===== src/rtl/dst_step_pkg.sv =====
// Package: shared constants and the register select encoding for the
// destination stepper. Assumes a 16-bit configuration word.
package dst_step_pkg;

    // Register select values on cfg_sel
    typedef enum logic {
        SEL_STEP = 1'b0,
        SEL_SIZE = 1'b1
    } cfg_sel_e;

    localparam int DEF_REG_W    = 16;
    localparam int DEF_ADDR_W   = 22;
    localparam int DEF_STEP_MAX = 4095;
    localparam int DEF_STEP_MIN = -4096;

endpackage


===== src/rtl/dst_cfg_regs.sv =====
// Module: dst_cfg_regs
// Holds the step and transfer-size registers behind a write gate.
// A write lands only when unlocked and the channel is stopped. Any other
// write leaves both registers alone and pulses wr_err for one cycle.
// Assumes cfg_sel is stable during the cycle cfg_rdata is sampled.
module dst_cfg_regs
    import dst_step_pkg::*;
#(
    parameter int REG_W = DEF_REG_W
) (
    input  logic             clk,
    input  logic             rst_n,
    input  logic             cfg_wr,
    input  logic             cfg_sel,
    input  logic [REG_W-1:0] cfg_wdata,
    input  logic             cfg_unlock,
    input  logic             running,
    output logic [REG_W-1:0] step_q,
    output logic [REG_W-1:0] size_q,
    output logic [REG_W-1:0] cfg_rdata,
    output logic             wr_err
);

    logic wr_ok;

    // Decide whether the current write may land
    always_comb begin
        wr_ok = cfg_wr && cfg_unlock && !running;
    end

    // Register update and write-error pulse
    always_ff @(posedge clk) begin
        if (!rst_n) begin
            step_q <= '0;
            size_q <= '0;
            wr_err <= 1'b0;
        end else begin
            wr_err <= cfg_wr && !wr_ok;
            if (wr_ok) begin
                if (cfg_sel == SEL_SIZE) begin
                    size_q <= cfg_wdata;
                end else begin
                    step_q <= cfg_wdata;
                end
            end
        end
    end

    // Read mux for the selected register
    always_comb begin
        cfg_rdata = (cfg_sel == SEL_SIZE) ? size_q : step_q;
    end

    // a locked write must not alter either register
    p_locked_hold_r3: assert property (@(posedge clk) disable iff (!rst_n)
        (cfg_wr && !cfg_unlock) |=> ($stable(step_q) && $stable(size_q)));

    // a write while running must not alter either register
    p_running_hold_r4: assert property (@(posedge clk) disable iff (!rst_n)
        (cfg_wr && running) |=> ($stable(step_q) && $stable(size_q) && wr_err));

endmodule


===== src/rtl/dst_addr_gen.sv =====
// Module: dst_addr_gen
// Destination address register. Loads the base on an accepted start and
// adds the saturated signed step on each word strobe while running.
// Assumes ADDR_W is wider than REG_W and REG_W is at most 32.
module dst_addr_gen
    import dst_step_pkg::*;
#(
    parameter int REG_W    = DEF_REG_W,
    parameter int ADDR_W   = DEF_ADDR_W,
    parameter int STEP_MAX = DEF_STEP_MAX,
    parameter int STEP_MIN = DEF_STEP_MIN
) (
    input  logic              clk,
    input  logic              rst_n,
    input  logic              start,
    input  logic [ADDR_W-1:0] base_addr,
    input  logic              word_done,
    input  logic              running,
    input  logic [REG_W-1:0]  step_q,
    output logic [ADDR_W-1:0] dst_addr
);

    localparam int EXT_W = 32 - REG_W;

    int                raw_i;
    int                lim_i;
    logic [ADDR_W-1:0] eff_step;

    // Sign-extend the stored step and clamp it to the legal range
    always_comb begin
        raw_i = {{EXT_W{step_q[REG_W-1]}}, step_q};
        if (raw_i > STEP_MAX) begin
            lim_i = STEP_MAX;
        end else if (raw_i < STEP_MIN) begin
            lim_i = STEP_MIN;
        end else begin
            lim_i = raw_i;
        end
        eff_step = ADDR_W'(lim_i);
    end

    // Address load on start, post-step on each word while running
    always_ff @(posedge clk) begin
        if (!rst_n) begin
            dst_addr <= '0;
        end else if (start && !running) begin
            dst_addr <= base_addr;
        end else if (running && word_done) begin
            dst_addr <= dst_addr + eff_step;
        end
    end

    // an accepted start loads the base address
    p_start_load_r5: assert property (@(posedge clk) disable iff (!rst_n)
        (start && !running) |=> (dst_addr == $past(base_addr)));

    // while stopped and not starting, the address holds
    p_idle_hold_r10: assert property (@(posedge clk) disable iff (!rst_n)
        (!running && !start) |=> $stable(dst_addr));

    // with no word strobe, a running channel keeps its address
    p_no_word_hold_r6: assert property (@(posedge clk) disable iff (!rst_n)
        (running && !word_done) |=> $stable(dst_addr));

endmodule


===== src/rtl/dst_burst_ctr.sv =====
// Module: dst_burst_ctr
// Running status and burst counter. An accepted start clears the count
// and sets running. Each burst strobe counts up, and the strobe that
// matches the stored size (bursts minus one) ends the run with a done pulse.
// Assumes the size register cannot change while running.
module dst_burst_ctr
    import dst_step_pkg::*;
#(
    parameter int REG_W = DEF_REG_W
) (
    input  logic             clk,
    input  logic             rst_n,
    input  logic             start,
    input  logic             burst_done,
    input  logic [REG_W-1:0] size_q,
    output logic             running,
    output logic             done
);

    logic [REG_W-1:0] burst_cnt;

    // Run control, burst count and completion pulse
    always_ff @(posedge clk) begin
        if (!rst_n) begin
            running   <= 1'b0;
            done      <= 1'b0;
            burst_cnt <= '0;
        end else begin
            done <= 1'b0;
            if (start && !running) begin
                running   <= 1'b1;
                burst_cnt <= '0;
            end else if (running && burst_done) begin
                if (burst_cnt == size_q) begin
                    running <= 1'b0;
                    done    <= 1'b1;
                end else begin
                    burst_cnt <= burst_cnt + 1'b1;
                end
            end
        end
    end

    // the count never passes the programmed size during a run
    p_count_bound_r9: assert property (@(posedge clk) disable iff (!rst_n)
        running |-> (burst_cnt <= size_q));

    // done lasts one cycle and only once the run has ended
    p_done_single_r9: assert property (@(posedge clk) disable iff (!rst_n)
        done |-> (!running && $fell(running)) ##1 !done);

endmodule


===== src/rtl/dma_dst_stepper.sv =====
// Module: dma_dst_stepper
// Top of the destination stepper for one DMA channel: the protected
// configuration registers, the address generator and the burst counter.
// Assumes start, word_done and burst_done are single-cycle strobes.
module dma_dst_stepper
    import dst_step_pkg::*;
#(
    parameter int REG_W    = DEF_REG_W,
    parameter int ADDR_W   = DEF_ADDR_W,
    parameter int STEP_MAX = DEF_STEP_MAX,
    parameter int STEP_MIN = DEF_STEP_MIN
) (
    input  logic              clk,
    input  logic              rst_n,
    input  logic              cfg_wr,
    input  logic              cfg_sel,
    input  logic [REG_W-1:0]  cfg_wdata,
    input  logic              cfg_unlock,
    output logic [REG_W-1:0]  cfg_rdata,
    output logic              wr_err,
    input  logic              start,
    input  logic [ADDR_W-1:0] base_addr,
    input  logic              word_done,
    input  logic              burst_done,
    output logic [ADDR_W-1:0] dst_addr,
    output logic              running,
    output logic              done
);

    logic [REG_W-1:0] step_q;
    logic [REG_W-1:0] size_q;

    dst_cfg_regs #(
        .REG_W (REG_W)
    ) u_regs (
        .clk        (clk),
        .rst_n      (rst_n),
        .cfg_wr     (cfg_wr),
        .cfg_sel    (cfg_sel),
        .cfg_wdata  (cfg_wdata),
        .cfg_unlock (cfg_unlock),
        .running    (running),
        .step_q     (step_q),
        .size_q     (size_q),
        .cfg_rdata  (cfg_rdata),
        .wr_err     (wr_err)
    );

    dst_addr_gen #(
        .REG_W    (REG_W),
        .ADDR_W   (ADDR_W),
        .STEP_MAX (STEP_MAX),
        .STEP_MIN (STEP_MIN)
    ) u_addr (
        .clk       (clk),
        .rst_n     (rst_n),
        .start     (start),
        .base_addr (base_addr),
        .word_done (word_done),
        .running   (running),
        .step_q    (step_q),
        .dst_addr  (dst_addr)
    );

    dst_burst_ctr #(
        .REG_W (REG_W)
    ) u_ctr (
        .clk        (clk),
        .rst_n      (rst_n),
        .start      (start),
        .burst_done (burst_done),
        .size_q     (size_q),
        .running    (running),
        .done       (done)
    );

endmodule


===== config.mk =====
export PLATFORM = sky130hd
export DESIGN_NAME = dma_dst_stepper
export DESIGN_NICKNAME = d
export VERILOG_FILES = /design/src/rtl/dst_step_pkg.sv /design/src/rtl/dst_cfg_regs.sv /design/src/rtl/dst_addr_gen.sv /design/src/rtl/dst_burst_ctr.sv /design/src/rtl/dma_dst_stepper.sv
export SDC_FILE = /design/constraint.sdc
export NUM_CORES = 1
export LEC_CHECK = 0
export CAP_MARGIN = 40
export CORE_ASPECT_RATIO = 1.25
export CORE_MARGIN = 3
export CORE_UTILIZATION = 48
export DETAILED_ROUTE_END_ITERATION = 8
export GPL_ROUTABILITY_DRIVEN = 1
export PLACE_DENSITY = 0.88
export SYNTH_ARGS = -nofsm -noshare
export SYNTH_HDL_FRONTEND = slang
export SYNTH_SLANG_ARGS = --single-unit

===== constraint.sdc =====
create_clock -name clk -period 3 [get_ports clk]
set_input_delay 0.45 -clock clk [delete_from_list [all_inputs] [get_ports clk]]
set_output_delay 0.45 -clock clk [all_outputs]
set_load 0.1 [all_outputs]

* Word level (Yosys, flattened, before mapping)
Cells that the tools add are included.
Storage, ports and cells: flip-flop bits (word level) 73, input bits 46, output and inout port bits 41, word-level logic and storage cells 42
Operators by class: add/subtract/negate cells 2, order comparisons 2, eq/ne operators 1, multiplexer cells 9, bitwise gates (word level) 4, reductions and logical operators 17
Operator list (number):
- 22-bit two-way mux | 4
- 22-bit adder | 1
- 16-bit by 1-bit adder with 16-bit output, second input constant | 1
- 16-bit equality test | 1
- 16-bit by 13-bit greater-than comparator with 1-bit output, second input constant | 1
- 16-bit by 13-bit < comparator with 1-bit output, second input constant | 1
- 16-bit two-way mux | 1
- 2-bit AND reduction | 4
- 1-bit logical AND | 6
- 2-bit nonzero test | 3
- 1-bit two-way mux | 4
- 1-bit NOT | 4
- 3-bit OR reduction | 1
- 1-bit logical NOT | 2
- 2-bit OR reduction | 1

* Longest topological paths before layout
depth in word-level cells 6, depth in mapped cells 14, gate-level depth less buffers 13

* Modules after synthesis
From an unflattened synthesis, not the netlist that was laid out.
Second synthesis, totals: cells, all modules 558, area total of the unflattened synthesis 4729.5 sq um
Modules (own cells, without submodules):
- dst_addr_gen | times used 1, cells an instance 285, area an instance 2222.1 sq um, sequential area each 440.4 sq um
- dst_cfg_regs | times used 1, cells an instance 145, area an instance 1468.9 sq um, sequential area each 660.6 sq um
- dst_burst_ctr | times used 1, cells an instance 128, area an instance 1038.5 sq um, sequential area each 360.3 sq um

* Worst setup path before layout
OpenSTA, ideal clock, no wires.
kind input port to output port, start input port cfg_sel, end output port cfg_rdata[0], arrival 2971 ps, required time 2550 ps, path slack -421 ps, stages on the path 3, buffers on the path 2, path through clkbuf_1 > clkbuf_1 > o21ai_0
On the way: cells in the longest elaborated chain, start to end 1
RTL lines:
- start: declaration | line dma_dst_stepper.sv:16 | input logic cfg_sel,
- 16-bit two-way mux | line dst_cfg_regs.sv:51 | cfg_rdata = (cfg_sel == SEL_SIZE) ? size_q : step_q;
- end: declaration | line dma_dst_stepper.sv:19 | output logic [REG_W-1:0] cfg_rdata,
Every way passes these cells.

* Final worst setup path
start register u_regs.step_q[12], end register u_addr.dst_addr[20]
On the way: cells in the longest elaborated chain, start to end 6, elaborated cells between the ends (all ways) 7, those cells by class add/sub (1); order compare (2); mux (4)
RTL lines:
- start: declaration | line dst_cfg_regs.sv:18 | output logic [REG_W-1:0] step_q,
- start signal: assignment | line dst_cfg_regs.sv:43 | step_q <= cfg_wdata;
- 16-bit by 13-bit < comparator with 1-bit output | line dst_addr_gen.sv:34 | end else if (raw_i < STEP_MIN) begin
- 22-bit two-way mux | line dst_addr_gen.sv:34
- 22-bit two-way mux (*) | line dst_addr_gen.sv:32 | if (raw_i > STEP_MAX) begin
- 22-bit adder (*) | line dst_addr_gen.sv:49 | dst_addr <= dst_addr + eff_step;
- 22-bit two-way mux (*) | line dst_addr_gen.sv:48 | end else if (running && word_done) begin
- 22-bit two-way mux (*) | line dst_addr_gen.sv:46 | end else if (start && !running) begin
- end signal: assignment | line dst_addr_gen.sv:47 | dst_addr <= base_addr;
- end signal: assignment | line dst_addr_gen.sv:49
- end: declaration | line dst_addr_gen.sv:20 | output logic [ADDR_W-1:0] dst_addr
Every way passes the cells marked *; elsewhere a longest branch is shown, timed or not. The select of a mux whose other input is x is not followed. A chain may end at the register's enable or synchronous reset.

==> impl_metrics.py <==
metrics = {
    "floorplan": {
        "core_um2": 9320,
        "floorplan.initialDensity_pct": 49.97,
        "die_footprint_um2": 10930,
        "io_pins": 87,
        "floorplan.rows": 39,
        "chipHeight_um": 116.1,
        "die_width_um": 94.10,
    },
    "synthesis": {
        "syn_inst": 599,
        "syn_area_um2": 4657,
        "ys_seq_area_share_pct": 31.38,
        "synth.distinct_cells": 65,
        "ys_warn_count": 0,
        "syn-mean-instance-area_um2": 7.775,
        "synth_fp_nets": 669,
        "ys_seq_elements": 73,
        "proportion_of_synthesized_flip_flops_having_asynchronous_set_or_reset_pct": 0,
        "synth_enable_flop_cells": 0,
        "synth_ff_type": "sky130_fd_sc_hd__dfxtp_1",
    },
    "final_layout": {
        "layout-area-overhead-vs-synth_pct": 33.96,
        "final_layout_size_suffix_gt1_share_pct": 18.73,
        "final_cell_mix": "sky130_fd_sc_hd__nand2_1 (124), sky130_fd_sc_hd__dfxtp_1 (68), sky130_fd_sc_hd__buf_4 (54)",
        "finish.net_count": 759,
        "commonest_non_fill_non_tap_cell_in_the_layout": "sky130_fd_sc_hd__nand2_1",
        "antenna_cells_inserted": 0,
        "fill_cells": 727,
    },
    "global_route": {
        "via_count_of_the_first_global_routing_pass": 4728,
        "largest_net_degree_at_the_start_of_global_routing": 43,
        "gr-total-overflow": 0,
        "grt_use_total_pct": 26.27,
        "grt_antenna_before_repair": 0,
        "grt_first_pass_wirelength_um": 22670,
    },
    "pwr": {
        "power_leakage_uw": 0.002431,
        "ir_worst_vdd_uv": 293.7,
        "cellPowerDensity_nw_per_um2": 496.6,
        "finalPower_uw": 3098,
    },
    "critical_path": {
        "critPathCaptureType": "flip-flop",
        "worst_ep_arrival_time_ns": 3.15,
        "ws_path_type": "flip-flop to flip-flop",
        "worst-path-max-fanout": 10,
        "start_kind": "flip-flop",
        "worst-endpoint-required_ns": 3.21,
    },
    "route": {
        "vias": 4711,
        "wirelength_per_cell_um": 17.16,
        "antenna_left": 0,
        "drc_errors": 0,
        "vias_per_cell": 5.766,
        "route.final.wire_length_um": 14020,
        "iteration_count_of_the_initial_detailed_routing_pass": 5,
        "initialDrtViolationCount": 258,
    },
    "timing": {
        "achievable-frequency_mhz": 340.4,
        "hold_viol": 0,
        "rsz0062_at_grt": "yes",
        "period_share_pct": 97.92,
        "setup_slack_after_layout_ns": 0.06239,
        "report.final.slew_viol_count": 0,
        "slew_headroom_pct": 56.18,
        "worst_pin_slew_ns": 0.6555,
        "timing.clock.skew_ns": 0.006756,
        "final_period_minus_worst_setup_slack_ns": 2.938,
        "finalSetupViolations": 0,
    },
    "clocking": {
        "tritoncts.num_buffers": 9,
        "clock_tree_from_tritoncts": "built",
        "path_clk_slew_ns": 0.06,
        "clockRootBuffer": "sky130_fd_sc_hd__clkbuf_16",
        "clkSinkCount": 73,
        "worstSkewPairLatency_ns": 0.33,
        "clock_tree.buffer_depth": 2,
        "htree_depth": 3,
    },
    "placed_design": {
        "dp_hpwl_um": 10450,
        "numPortBuffers": 86,
        "pre_cts_ws_ns": -0.1609,
        "gp_congestion": 0.9344,
    },
    "worst_hold_path": {
        "timing.hold.worst.class": "flip-flop to flip-flop",
    },
    "run": {
        "cap_violations": 0,
    },
    "outcome": {
        "run_status": "finished, final reports clean",
    },
}
-- path summary, 6_finish.rpt --
check / startpoint / to / slack [ns] / cells past startpoint
setup reg to reg: u_regs.step_q[12]$_SDFFE_PN0P_ / u_addr.dst_addr[20]$_SDFFE_PN0P_ / 0.06 / 13
setup / recovery: u_regs.step_q[12]$_SDFFE_PN0P_ / u_addr.dst_addr[20]$_SDFFE_PN0P_ / 0.06 / 13
hold / removal: u_regs.step_q[3]$_SDFFE_PN0P_ / u_regs.step_q[3]$_SDFFE_PN0P_ / 0.47 / 2
hold reg to reg: u_regs.step_q[3]$_SDFFE_PN0P_ / u_regs.step_q[3]$_SDFFE_PN0P_ / 0.47 / 2
-- synthesized netlist by cell type, drive strengths merged, types with 5 or more instances --
library cell | number | area [um2]
a21boi | 33 | 247.7
a21o | 12 | 92.59
a21oi | 36 | 187.7
buf | 5 | 45.04
clkbuf | 30 | 123.9
dfxtp | 73 | 1461
ha | 23 | 287.8
inv | 17 | 63.81
nand2 | 124 | 465.5
nand3 | 11 | 55.05
nand4 | 18 | 112.6
nor2 | 47 | 176.4
nor3 | 9 | 61.31
o21ai | 39 | 195.2
o21bai | 7 | 56.30
o221ai | 11 | 96.34
xnor2 | 28 | 245.2
xor2 | 15 | 131.4
-- critical path, cell delays in order (launching register included) --
cell and delay (ns):
sky130_fd_sc_hd__dfxtp_4 0.36, sky130_fd_sc_hd__nand4_1 0.15, sky130_fd_sc_hd__ha_4 0.33, sky130_fd_sc_hd__buf_4 0.15, sky130_fd_sc_hd__o21ai_0 0.09, sky130_fd_sc_hd__ha_1 0.33
sky130_fd_sc_hd__a21o_1 0.22, sky130_fd_sc_hd__a21oi_2 0.11, sky130_fd_sc_hd__buf_4 0.16, sky130_fd_sc_hd__a211oi_4 0.27, sky130_fd_sc_hd__nor3_4 0.08, sky130_fd_sc_hd__o41ai_2 0.32
sky130_fd_sc_hd__xnor2_1 0.16, sky130_fd_sc_hd__a21oi_1 0.08
-- state kept, by name, summed over array words and instances, names as in the netlist --
name / cells
u_ctr.burst_cnt: 16
u_regs.size_q: 16
u_addr.dst_addr: 22
u_ctr.running: 1
u_regs.step_q: 16
u_ctr.done: 1
u_regs.wr_err: 1
-- layout make-up --
class	count	area (um2)	share of cell area, %
Sequential cell	73	1473	23.61
Clock buffer	11	242.7	3.891
Tap cell	123	153.9	2.467
Multi-Input combinational cell	473	3074	49.28
Inverter	17	63.81	1.023
Clock inverter	5	55.05	0.8825
Timing Repair Buffer	115	1176	18.85
-- stage by stage --
step / cells / hold slack (ns) / TNS (ns) / util, % / cell area (um2)
2_1_floorplan: 599 / 0.4435 / -1.264 / - / 4658
3_3_place_gp: 799 / 0.4515 / 0 / 62.16 / 5793
3_5_place_dp: 799 / 0.4593 / -0.3587 / 62.16 / 5793
4_1_cts: 815 / 0.4674 / 0 / 65.73 / 6126
5_1_grt: 817 / 0.4822 / -0.09566 / 66.94 / 6238
6_report: 817 / 0.4654 / 0 / 66.94 / 6238
-- layer usage --
metal / GRT usage [%] / vias to the layer above / routed length, um
li1: - / 2278 / -
met1: 28.66 / 2202 / 5344
met2: 48.79 / 192 / 7420
met3: 4.446 / 39 / 737
met4: 12.81 / 0 / 515
met5: 0 / - / 0
-- repair_timing --
action / in CTS / in global routing
pin swaps: 4 / 5
setup endpoints to repair: 5 / 11
hold buffers: 0 / 0
setup buffers: 0 / 2
resized for setup: 9 / 24
-- kinds of logic (layout without fill, tap and decap cells) --
| family | count (synthesis) | count (layout) | synth area share (%) |
|---|---|---|---|
| compound gates | 164 | 164 | 23.89 |
| xor+xnor | 43 | 43 | 8.087 |
| fa+ha+maj | 24 | 24 | 6.609 |
| buf+inv | 53 | 148 | 5.239 |
| flops | 73 | 73 | 31.38 |
| mux | 7 | 7 | 1.585 |
| simple gates | 235 | 235 | 23.21 |
-- power by group --
part / internal (uW) / switching, uW / leakage (uW)
sequential: 1020 / 47.5 / 0.000598
clock: 664 / 416 / 0.000142
combinational: 318 / 636 / 0.00169
Power figures use the tool's default switching activity.
